===== config.mk =====
export PLATFORM = sky130hd
export DESIGN_NAME = pal_host_seq
export DESIGN_NICKNAME = d
export VERILOG_FILES = /design/src/rtl/pal_pkg.sv /design/src/rtl/pal_strobe_sync.sv /design/src/rtl/pal_ctrl_regs.sv /design/src/rtl/pal_word_stage.sv /design/src/rtl/pal_host_seq.sv
export SDC_FILE = /design/constraint.sdc
export NUM_CORES = 1
export LEC_CHECK = 0
export ABC_AREA = 1
export BUFFER_PORTS_ARGS = -buffer_cell sky130_fd_sc_hd__buf_2
export CORE_MARGIN = 2
export CORE_UTILIZATION = 55
export DETAILED_ROUTE_END_ITERATION = 7
export PLACE_DENSITY = 0.8
export SYNTH_ARGS = -nofsm -noshare
export SYNTH_HDL_FRONTEND = slang
export SYNTH_HIERARCHICAL = 1
export SYNTH_SLANG_ARGS = --single-unit

===== constraint.sdc =====
create_clock -name clk -period 2.5 [get_ports clk]
set_input_delay 0.5 -clock clk [delete_from_list [all_inputs] [get_ports clk]]
set_output_delay 0.5 -clock clk [all_outputs]
set_load 0.02 [all_outputs]

===== src/rtl/pal_pkg.sv =====
package pal_pkg;
  typedef enum logic [1:0] {
    SEL_PTR_WR = 2'b00,
    SEL_DATA   = 2'b01,
    SEL_MASK   = 2'b10,
    SEL_PTR_RD = 2'b11
  } sel_e;

  localparam int unsigned LANES = 3;  // red, green, blue
endpackage


===== src/rtl/pal_strobe_sync.sv =====
module pal_strobe_sync
  import pal_pkg::*;
#(
  parameter int unsigned SYNC_STAGES = 2,
  parameter int unsigned DATA_W      = 8
) (
  input  logic              clk,
  input  logic              rst_n,
  input  logic              bus_rd_n,
  input  logic              bus_wr_n,
  input  logic [1:0]        bus_rs,
  input  logic [DATA_W-1:0] bus_wdata,
  output logic              acc_rd,
  output logic              acc_wr,
  output sel_e              acc_sel,
  output logic [DATA_W-1:0] acc_data
);
  logic [SYNC_STAGES-1:0] rd_sh, wr_sh;
  logic rd_s, wr_s, rd_s_q, wr_s_q, clash_q;

  assign rd_s = rd_sh[SYNC_STAGES-1];
  assign wr_s = wr_sh[SYNC_STAGES-1];

  always_ff @(posedge clk or negedge rst_n) begin
    if (!rst_n) begin
      rd_sh   <= '1;
      wr_sh   <= '1;
      rd_s_q  <= 1'b1;
      wr_s_q  <= 1'b1;
      clash_q <= 1'b0;
    end else begin
      rd_sh  <= {rd_sh[SYNC_STAGES-2:0], bus_rd_n};
      wr_sh  <= {wr_sh[SYNC_STAGES-2:0], bus_wr_n};
      rd_s_q <= rd_s;
      wr_s_q <= wr_s;
      // an overlap taints every access until both strobes are released
      if (!rd_s && !wr_s)     clash_q <= 1'b1;
      else if (rd_s && wr_s)  clash_q <= 1'b0;
    end
  end

  // bus fields are captured while a synchronized strobe is still low
  always_ff @(posedge clk or negedge rst_n) begin
    if (!rst_n) begin
      acc_sel  <= SEL_PTR_WR;
      acc_data <= '0;
    end else if (!rd_s || !wr_s) begin
      acc_sel  <= sel_e'(bus_rs);
      acc_data <= bus_wdata;
    end
  end

  // trailing-edge accesses, discarded after any overlap
  assign acc_rd = rd_s && !rd_s_q && wr_s && !clash_q;
  assign acc_wr = wr_s && !wr_s_q && rd_s && !clash_q;
endmodule


===== src/rtl/pal_ctrl_regs.sv =====
module pal_ctrl_regs
  import pal_pkg::*;
#(
  parameter int unsigned ADDR_W = 8,
  parameter int unsigned DATA_W = 8,
  localparam int unsigned LANE_W = $clog2(LANES)
) (
  input  logic              clk,
  input  logic              rst_n,
  input  logic              acc_rd,
  input  logic              acc_wr,
  input  sel_e              acc_sel,
  input  logic [DATA_W-1:0] acc_data,
  output logic [ADDR_W-1:0] addr_q,
  output logic [LANE_W-1:0] lane_q,
  output logic              rd_mode,
  output logic              fetch_q,
  output logic [DATA_W-1:0] mask_q
);
  localparam logic [LANE_W-1:0] LAST_LANE = LANE_W'(LANES - 1);

  logic ptr_load, data_acc;

  assign ptr_load = acc_wr && (acc_sel == SEL_PTR_WR || acc_sel == SEL_PTR_RD);
  assign data_acc = (acc_rd || acc_wr) && acc_sel == SEL_DATA;

  always_ff @(posedge clk or negedge rst_n) begin
    if (!rst_n) begin
      addr_q  <= '0;
      lane_q  <= '0;
      rd_mode <= 1'b0;
      fetch_q <= 1'b0;
    end else begin
      fetch_q <= 1'b0;
      if (ptr_load) begin
        addr_q  <= acc_data[ADDR_W-1:0];
        lane_q  <= '0;
        rd_mode <= (acc_sel == SEL_PTR_RD);
        fetch_q <= (acc_sel == SEL_PTR_RD);
      end else if (data_acc) begin
        if (lane_q == LAST_LANE) begin
          lane_q  <= '0;
          addr_q  <= addr_q + 1'b1;
          fetch_q <= rd_mode;
        end else begin
          lane_q <= lane_q + 1'b1;
        end
      end
    end
  end

  always_ff @(posedge clk or negedge rst_n) begin
    if (!rst_n)                             mask_q <= '1;
    else if (acc_wr && acc_sel == SEL_MASK) mask_q <= acc_data;
  end
endmodule


===== src/rtl/pal_word_stage.sv =====
module pal_word_stage
  import pal_pkg::*;
#(
  parameter int unsigned COLOR_W = 6,
  localparam int unsigned LANE_W = $clog2(LANES),
  localparam int unsigned WORD_W = LANES * COLOR_W
) (
  input  logic               clk,
  input  logic               rst_n,
  input  logic               acc_wr,
  input  sel_e               acc_sel,
  input  logic [COLOR_W-1:0] acc_color,
  input  logic [LANE_W-1:0]  lane_q,
  input  logic               fetch_q,
  input  logic [WORD_W-1:0]  ram_rdata,
  output logic               ram_we,
  output logic [WORD_W-1:0]  ram_wdata,
  output logic               ram_re,
  output logic [WORD_W-1:0]  hold_q
);
  logic data_wr, re_q;
  logic [COLOR_W-1:0] stage_q [LANES-1];

  assign data_wr = acc_wr && acc_sel == SEL_DATA;

  // staging for every lane but the last; the last lane goes straight through
  for (genvar g = 0; g < LANES - 1; g++) begin : g_stage
    always_ff @(posedge clk or negedge rst_n) begin
      if (!rst_n)                                  stage_q[g] <= '0;
      else if (data_wr && lane_q == LANE_W'(g))    stage_q[g] <= acc_color;
    end
    assign ram_wdata[WORD_W-1-g*COLOR_W -: COLOR_W] = stage_q[g];
  end
  assign ram_wdata[COLOR_W-1:0] = acc_color;

  assign ram_we = data_wr && lane_q == LANE_W'(LANES - 1);
  assign ram_re = fetch_q;

  always_ff @(posedge clk or negedge rst_n) begin
    if (!rst_n) begin
      re_q   <= 1'b0;
      hold_q <= '0;
    end else begin
      re_q <= ram_re;
      if (re_q) hold_q <= ram_rdata;
    end
  end
endmodule


===== src/rtl/pal_host_seq.sv =====
module pal_host_seq
  import pal_pkg::*;
#(
  parameter int unsigned ADDR_W      = 8,
  parameter int unsigned DATA_W      = 8,
  parameter int unsigned COLOR_W     = 6,
  parameter int unsigned SYNC_STAGES = 2,
  localparam int unsigned WORD_W     = LANES * COLOR_W
) (
  input  logic              clk,
  input  logic              rst_n,
  input  logic              bus_rd_n,
  input  logic              bus_wr_n,
  input  logic [1:0]        bus_rs,
  input  logic [DATA_W-1:0] bus_wdata,
  output logic [DATA_W-1:0] bus_rdata,
  output logic [DATA_W-1:0] pix_mask,
  output logic [ADDR_W-1:0] ram_addr,
  output logic [WORD_W-1:0] ram_wdata,
  output logic              ram_we,
  output logic              ram_re,
  input  logic [WORD_W-1:0] ram_rdata
);
  localparam int unsigned LANE_W = $clog2(LANES);

  logic              acc_rd, acc_wr, rd_mode, fetch_q;
  sel_e              acc_sel;
  logic [DATA_W-1:0] acc_data, mask_q;
  logic [ADDR_W-1:0] addr_q;
  logic [LANE_W-1:0] lane_q;
  logic [WORD_W-1:0] hold_q;
  logic [COLOR_W-1:0] lane_byte;

  pal_strobe_sync #(.SYNC_STAGES(SYNC_STAGES), .DATA_W(DATA_W)) u_sync (
    .clk, .rst_n, .bus_rd_n, .bus_wr_n, .bus_rs, .bus_wdata,
    .acc_rd, .acc_wr, .acc_sel, .acc_data
  );

  pal_ctrl_regs #(.ADDR_W(ADDR_W), .DATA_W(DATA_W)) u_regs (
    .clk, .rst_n, .acc_rd, .acc_wr, .acc_sel, .acc_data,
    .addr_q, .lane_q, .rd_mode, .fetch_q, .mask_q
  );

  pal_word_stage #(.COLOR_W(COLOR_W)) u_word (
    .clk, .rst_n, .acc_wr, .acc_sel,
    .acc_color(acc_data[COLOR_W-1:0]),
    .lane_q, .fetch_q, .ram_rdata,
    .ram_we, .ram_wdata, .ram_re, .hold_q
  );

  assign ram_addr = addr_q;
  assign pix_mask = mask_q;

  always_comb begin
    lane_byte = hold_q[(WORD_W-1) - int'(lane_q) * COLOR_W -: COLOR_W];
    case (sel_e'(bus_rs))
      SEL_DATA: bus_rdata = DATA_W'(lane_byte);
      SEL_MASK: bus_rdata = mask_q;
      default:  bus_rdata = DATA_W'(addr_q);
    endcase
  end
endmodule


# == Word-level counts from Yosys, hierarchy flattened ==
# Cells that the tools add are included.
# totals
output_inout_bits,44
reg_bits,68
elab_cells,69
# op_classes
reduce_logical,29
add_sub_neg,3
shifts,1
muxes,12
eq_ne,7
mul,1
# ops
cell,count
23-bit by 33-bit indexed part select with 6-bit output,1
8-bit two-way mux,3
8-bit case mux with 2 select lines,1
1-bit logical AND,15
8-bit by 1-bit adder with 8-bit output (second input constant),1
2-bit equality test (second input constant),4
2-bit by 1-bit equality test with 1-bit output (second input constant),3
2-bit two-way mux,3
2-bit nonzero test,3
5-bit by 5-bit subtractor with 6-bit output (first input constant),1
1-bit zero test,5
1-bit two-way mux,5
2-bit zero test,2
2-bit by 2-bit multiplier with 4-bit output (second input constant),1
1-bit logical OR,3
2-bit by 1-bit adder with 2-bit output (second input constant),1
2-bit AND reduction,1

# == Logic depth before layout (Yosys ltp) ==
# depth
word_depth,8
ltp_mapped,14

# == By module ==
# Netlist, hierarchy kept.
# by_module_without_submodules
mod,instances,seq_area_each_um2,cells_each,area_each_um2
pal_word_stage,1,775.7,142,1293.7
pal_ctrl_regs,1,510.5,120,1068.5
pal_host_seq,1,0.0,134,675.6
pal_strobe_sync,1,432.9,65,638.1

# == Least setup slack after synthesis ==
# OpenSTA, ideal clock, no wires.
# synth_path
kind,reg2out
startpoint,reg u_regs.lane_q[0]
endpoint,out bus_rdata[4]
stages_incl_launch_ff,15
t_arrival_ns,1.873
path_buffers,2
path_slack_ns,0.127
cell_sequence,dfrtp_1 > buf_6 > inv_4 > ha_1 > buf_4 > inv_4 > nand2_1 > nand2_1 > nand3_1 > nand2_1 > nand2_1 > nand2_1 > nand2_1 > nand2_1 > nand2_1
# synth_between
elab_chain_len,4
# synth_rtl
element,line,rtl
start: declaration,pal_ctrl_regs.sv:15,"output logic [LANE_W-1:0] lane_q,"
start signal: assignment,pal_ctrl_regs.sv:46,lane_q <= lane_q + 1'b1;
2-bit by 2-bit multiplier with 4-bit output,pal_host_seq.sv:55,lane_byte = hold_q[(WORD_W-1) - int'(lane_q) * COLOR_W -: COLOR_W];
5-bit by 5-bit subtractor with 6-bit output,pal_host_seq.sv:55,
23-bit by 33-bit indexed part select with 6-bit output,pal_host_seq.sv:55,
8-bit case mux with 2 select lines,pal_host_seq.sv:56,case (sel_e'(bus_rs))
end: declaration,pal_host_seq.sv:16,"output logic [DATA_W-1:0] bus_rdata,"
# No other way between the ends.

# == Worst setup path in the final report ==
# layout_path
startpoint,reg u_regs.lane_q[0]
endpoint,out bus_rdata[5]
# Same word-level chain as after synthesis.

==> run_results.csv <==
group,metric,value,unit
yosys,syn_area,0.00368,mm2
critical_path,critPathCapture,"bus_rdata[5]",
global_routing,grt_pass1_wl,15.0,mm
drt,routed_wl,9.26,mm
drt,vias,3429,
drt,routed_via_density,5.47,
layout,syn2layout_area_growth,22.9,%
yosys,postSynth.asyncResetShare,100,%
clock_tree,numCtsBuffers,9,
floorplan,die_h,85.8,um
critical_path,cp.required,2.00,ns
floorplan,die_x,85.8,um
sta,layout_min_cycle_time,2.53,ns
yosys,synthAdderAreaFrac,3.74,%
yosys,synth-simple-area-share,30.9,%
yosys,synth-seq-cells,68,
floorplan,io_pins,76,
yosys,synth_seq_area_share,46.8,%
critical_path,critPathMaxFanout,5,
placed_design,place_area,0.00407,mm2
outcome,outcome,"complete, but fails checks",
sta,report.final.slew_viol_count,0,
clock_tree,htreeDepth,3,
layout,drive_above_1_share,31.5,%
global_routing,grt_max_degree,37,
placed_design,place_ws,0.228,ns
sta,fmax,0.395,GHz
yosys,synthTopCellsByCount,"nand2_1 (169), nand3_1 (56), dfrtp_1 (54)",
yosys,yosys_warnings,6,
placed_design,io_buffers,75,
critical_path,worstSetupPathType,"flop to output port",
critical_path,reg2reg_from,"u_sync/wr_sh[1]",
layout,num_antenna_cells,0,
placed_design,gp_congestion,0.904,
job,drv_cap,0,
yosys,syn_area_per_cell,7.97,um2
floorplan,core,0.00642,mm2
drt,antenna_left,0,
yosys,yosysTopAreaCellShare,36.8,%
yosys,synth-xor-area-share,1.40,%
yosys,yosysMostFrequentCell,"nand2_1",
sta,setup_violations,1,
worst_hold_path,hold_path.class,"input pin to asynchronous set/reset pin",
global_routing,track_usage,26.1,%
clock_tree,clk_pin_slew,0.08,ns
drt,drt_iter0_markers,264,
layout,fin_nets,588,
yosys,syn_nets,504,
critical_path,cp-start-kind,"flop",
power,report.power.total,0.00492,W
sta,rsz0062_at_grt,"yes",
clock_tree,clkLatencyLatePin,0.35,ns
yosys,synth.area.mux_share,1.84,%
power,leakage,2.43,nW
yosys,yosys.area.top_type,"dfrtp_1",
yosys,synth_edf_count,0,
critical_path,r2r_cells,8,
global_routing,overflow,0,
drt,firstDrtPassIters,7,
yosys,synth-main-ff-cell,"dfrtp_1",
critical_path,rr_endpoint,"u_word/ram_wdata[16]",
yosys,synth_area_leaders,"dfrtp_1 (37%), nand2_1 (17%), dfstp_2 (10%)",
global_routing,grt_pass1_vias,3176,
critical_path,crit_arrival,2.03,ns
clock_tree,cts_tree,"built",
floorplan,rows,29,
floorplan,dieArea,0.00735,mm2
sta,fin_worst_skew,0.0103,ns
clock_tree,cts_buffer_depth,2,
critical_path,rrSetupSlack,0.74,ns
placed_design,dp_hpwl,6.39,mm
sta,setup_tns,-0.0315,ns
critical_path,crit_path_start,"u_regs/lane_q[0]",
outcome,violations,"design-rule violations, negative setup slack",
clock_tree,cts.sinks,68,
yosys,synth-compound-area-share,5.89,%
yosys,synthDistinctLibCells,32,
floorplan,initial_core_util,57.2,%
yosys,syn_inst,461,
power,peakVddDrop,470,uV
yosys,synth_top_family_by_area,"simple AND/OR/NAND/NOR gates",
sta,hold_viol_final,0,
drt,drc,2,
sta,final.period_utilization,101,%
sta,worst_slack,-0.0315,ns
global_routing,grt_antenna_before_repair,0,
sta,maxSlewHeadroom,40.2,%
layout,fin_area,0.00452,mm2
clock_tree,postCtsHoldBufs,0,
critical_path,cp-end-kind,"output port",
drt,wl_per_cell,14.8,um
clock_tree,clockRootBuffer,"clkbuf_8",
power,pwr_density_cell,1090,mW/mm2
sta,tightestPinTransition,0.897,ns
[power by group]
group / switching, W / internal [W]
Clock: 0.000437 / 0.000359
Sequential: 0.000311 / 0.00143
Combinational: 0.00143 / 0.000953
Total: 0.00217 / 0.00274
[metal layers]
metal	vias to the layer above	GRT usage (%)	wire length, um
met2	143	42.5	4590
met4	0	9.67	187
met3	22	6.35	697
met5	-	0	0
li1	1620	-	-
met1	1644	33.9	3790
[critical path, stage by stage (launching register included)]
cell	delay (ns)
dfrtp_2	0.45
buf_6	0.13
ha_4	0.16
nor2_4	0.15
buf_12	0.14
buf_4	0.10
nand3_1	0.08
a21oi_1	0.19
nand2_1	0.08
nand2_1	0.07
buf_6	0.11
[placed cells by master (no fill, tap or decap), types with 3 or more instances in the layout]
cell type   synthesis  layout
inv_4               2       3
inv_1              46      46
nor2_4              5       5
dfstp_2            14      14
nand4_1             6       6
nand3_1            56      49
nand2_2             9      15
a21oi_1             6       6
mux2_2              6       6
buf_4               9      12
inv_2               4       3
o21ai_0            26      26
nand2_1           169     162
ha_4                0       3
clkbuf_8            0       9
dfrtp_1            54      53
nand3_2             0       7
clkinvlp_4          0       3
buf_2               5      69
ha_1               11       8
nor2_1             11      10
buf_6               4       9
[kinds of logic after synthesis]
family	Yosys count
AOI/OAI and AO/OA	40
xor gates and xnor gates	5
adders and majority gates	11
buffers and inverters	72
DFF	68
muxes	6
and+or+nand+nor	259
[how the worst min path moves through the flow]
stage / start / end / slack, ns / cells past startpoint
floorplan: rst_n / u_regs/addr_q[0] / 0.20 / 0
global placement: u_sync/rd_sh[0] / u_sync/rd_sh[1] / 0.35 / 0
detailed placement: u_sync/rd_sh[0] / u_sync/rd_sh[1] / 0.35 / 0
global route: rst_n / u_word/hold_q[5] / 0.16 / 1
finish: rst_n / u_word/hold_q[6] / 0.13 / 1
CTS: rst_n / u_word/hold_q[5] / 0.14 / 1
[flip-flops by register name (all words and copies together) (netlist names)]
name / count
u_regs/addr_q: 8
u_regs/fetch_q: 1
u_regs/lane_q: 2
u_regs/mask_q: 8
u_regs/rd_mode: 1
u_sync/acc_data: 8
u_sync/acc_sel: 2
u_sync/clash_q: 1
u_sync/rd_s_q: 1
u_sync/rd_sh: 2
u_sync/wr_s_q: 1
u_sync/wr_sh: 2
u_word/hold_q: 18
u_word/ram_wdata: 12
u_word/re_q: 1
[layout make-up]
| cell class | count | area [um2] |
|---|---|---|
| inverter | 52 | 203 |
| sequential | 68 | 1720 |
| clock buffer | 10 | 128 |
| tap | 77 | 96.3 |
| clock inverter | 6 | 41.3 |
| multi-input combinational | 321 | 1730 |
| timing repair buffer | 93 | 602 |
| fill | 513 | 1910 |
[what timing repair did]
action | CTS | global route
pin swaps | 1 | 12
resized for setup | 12 | 29
setup buffers | 3 | 6
endpoints found under the setup margin | 6 | 7
gates cloned | 0 | 1
[metrics by stage]
stage          hold slack [ns]  std cells  utilization (%)
3_3_place_gp             0.345        601             63.4
2_1_floorplan            0.204        461                -
4_1_cts                  0.141        620             67.6
5_1_grt                  0.162        627             70.3
6_report                 0.128        627             70.3
3_5_place_dp             0.353        601             63.4
Power figures use the tool's default switching activity.
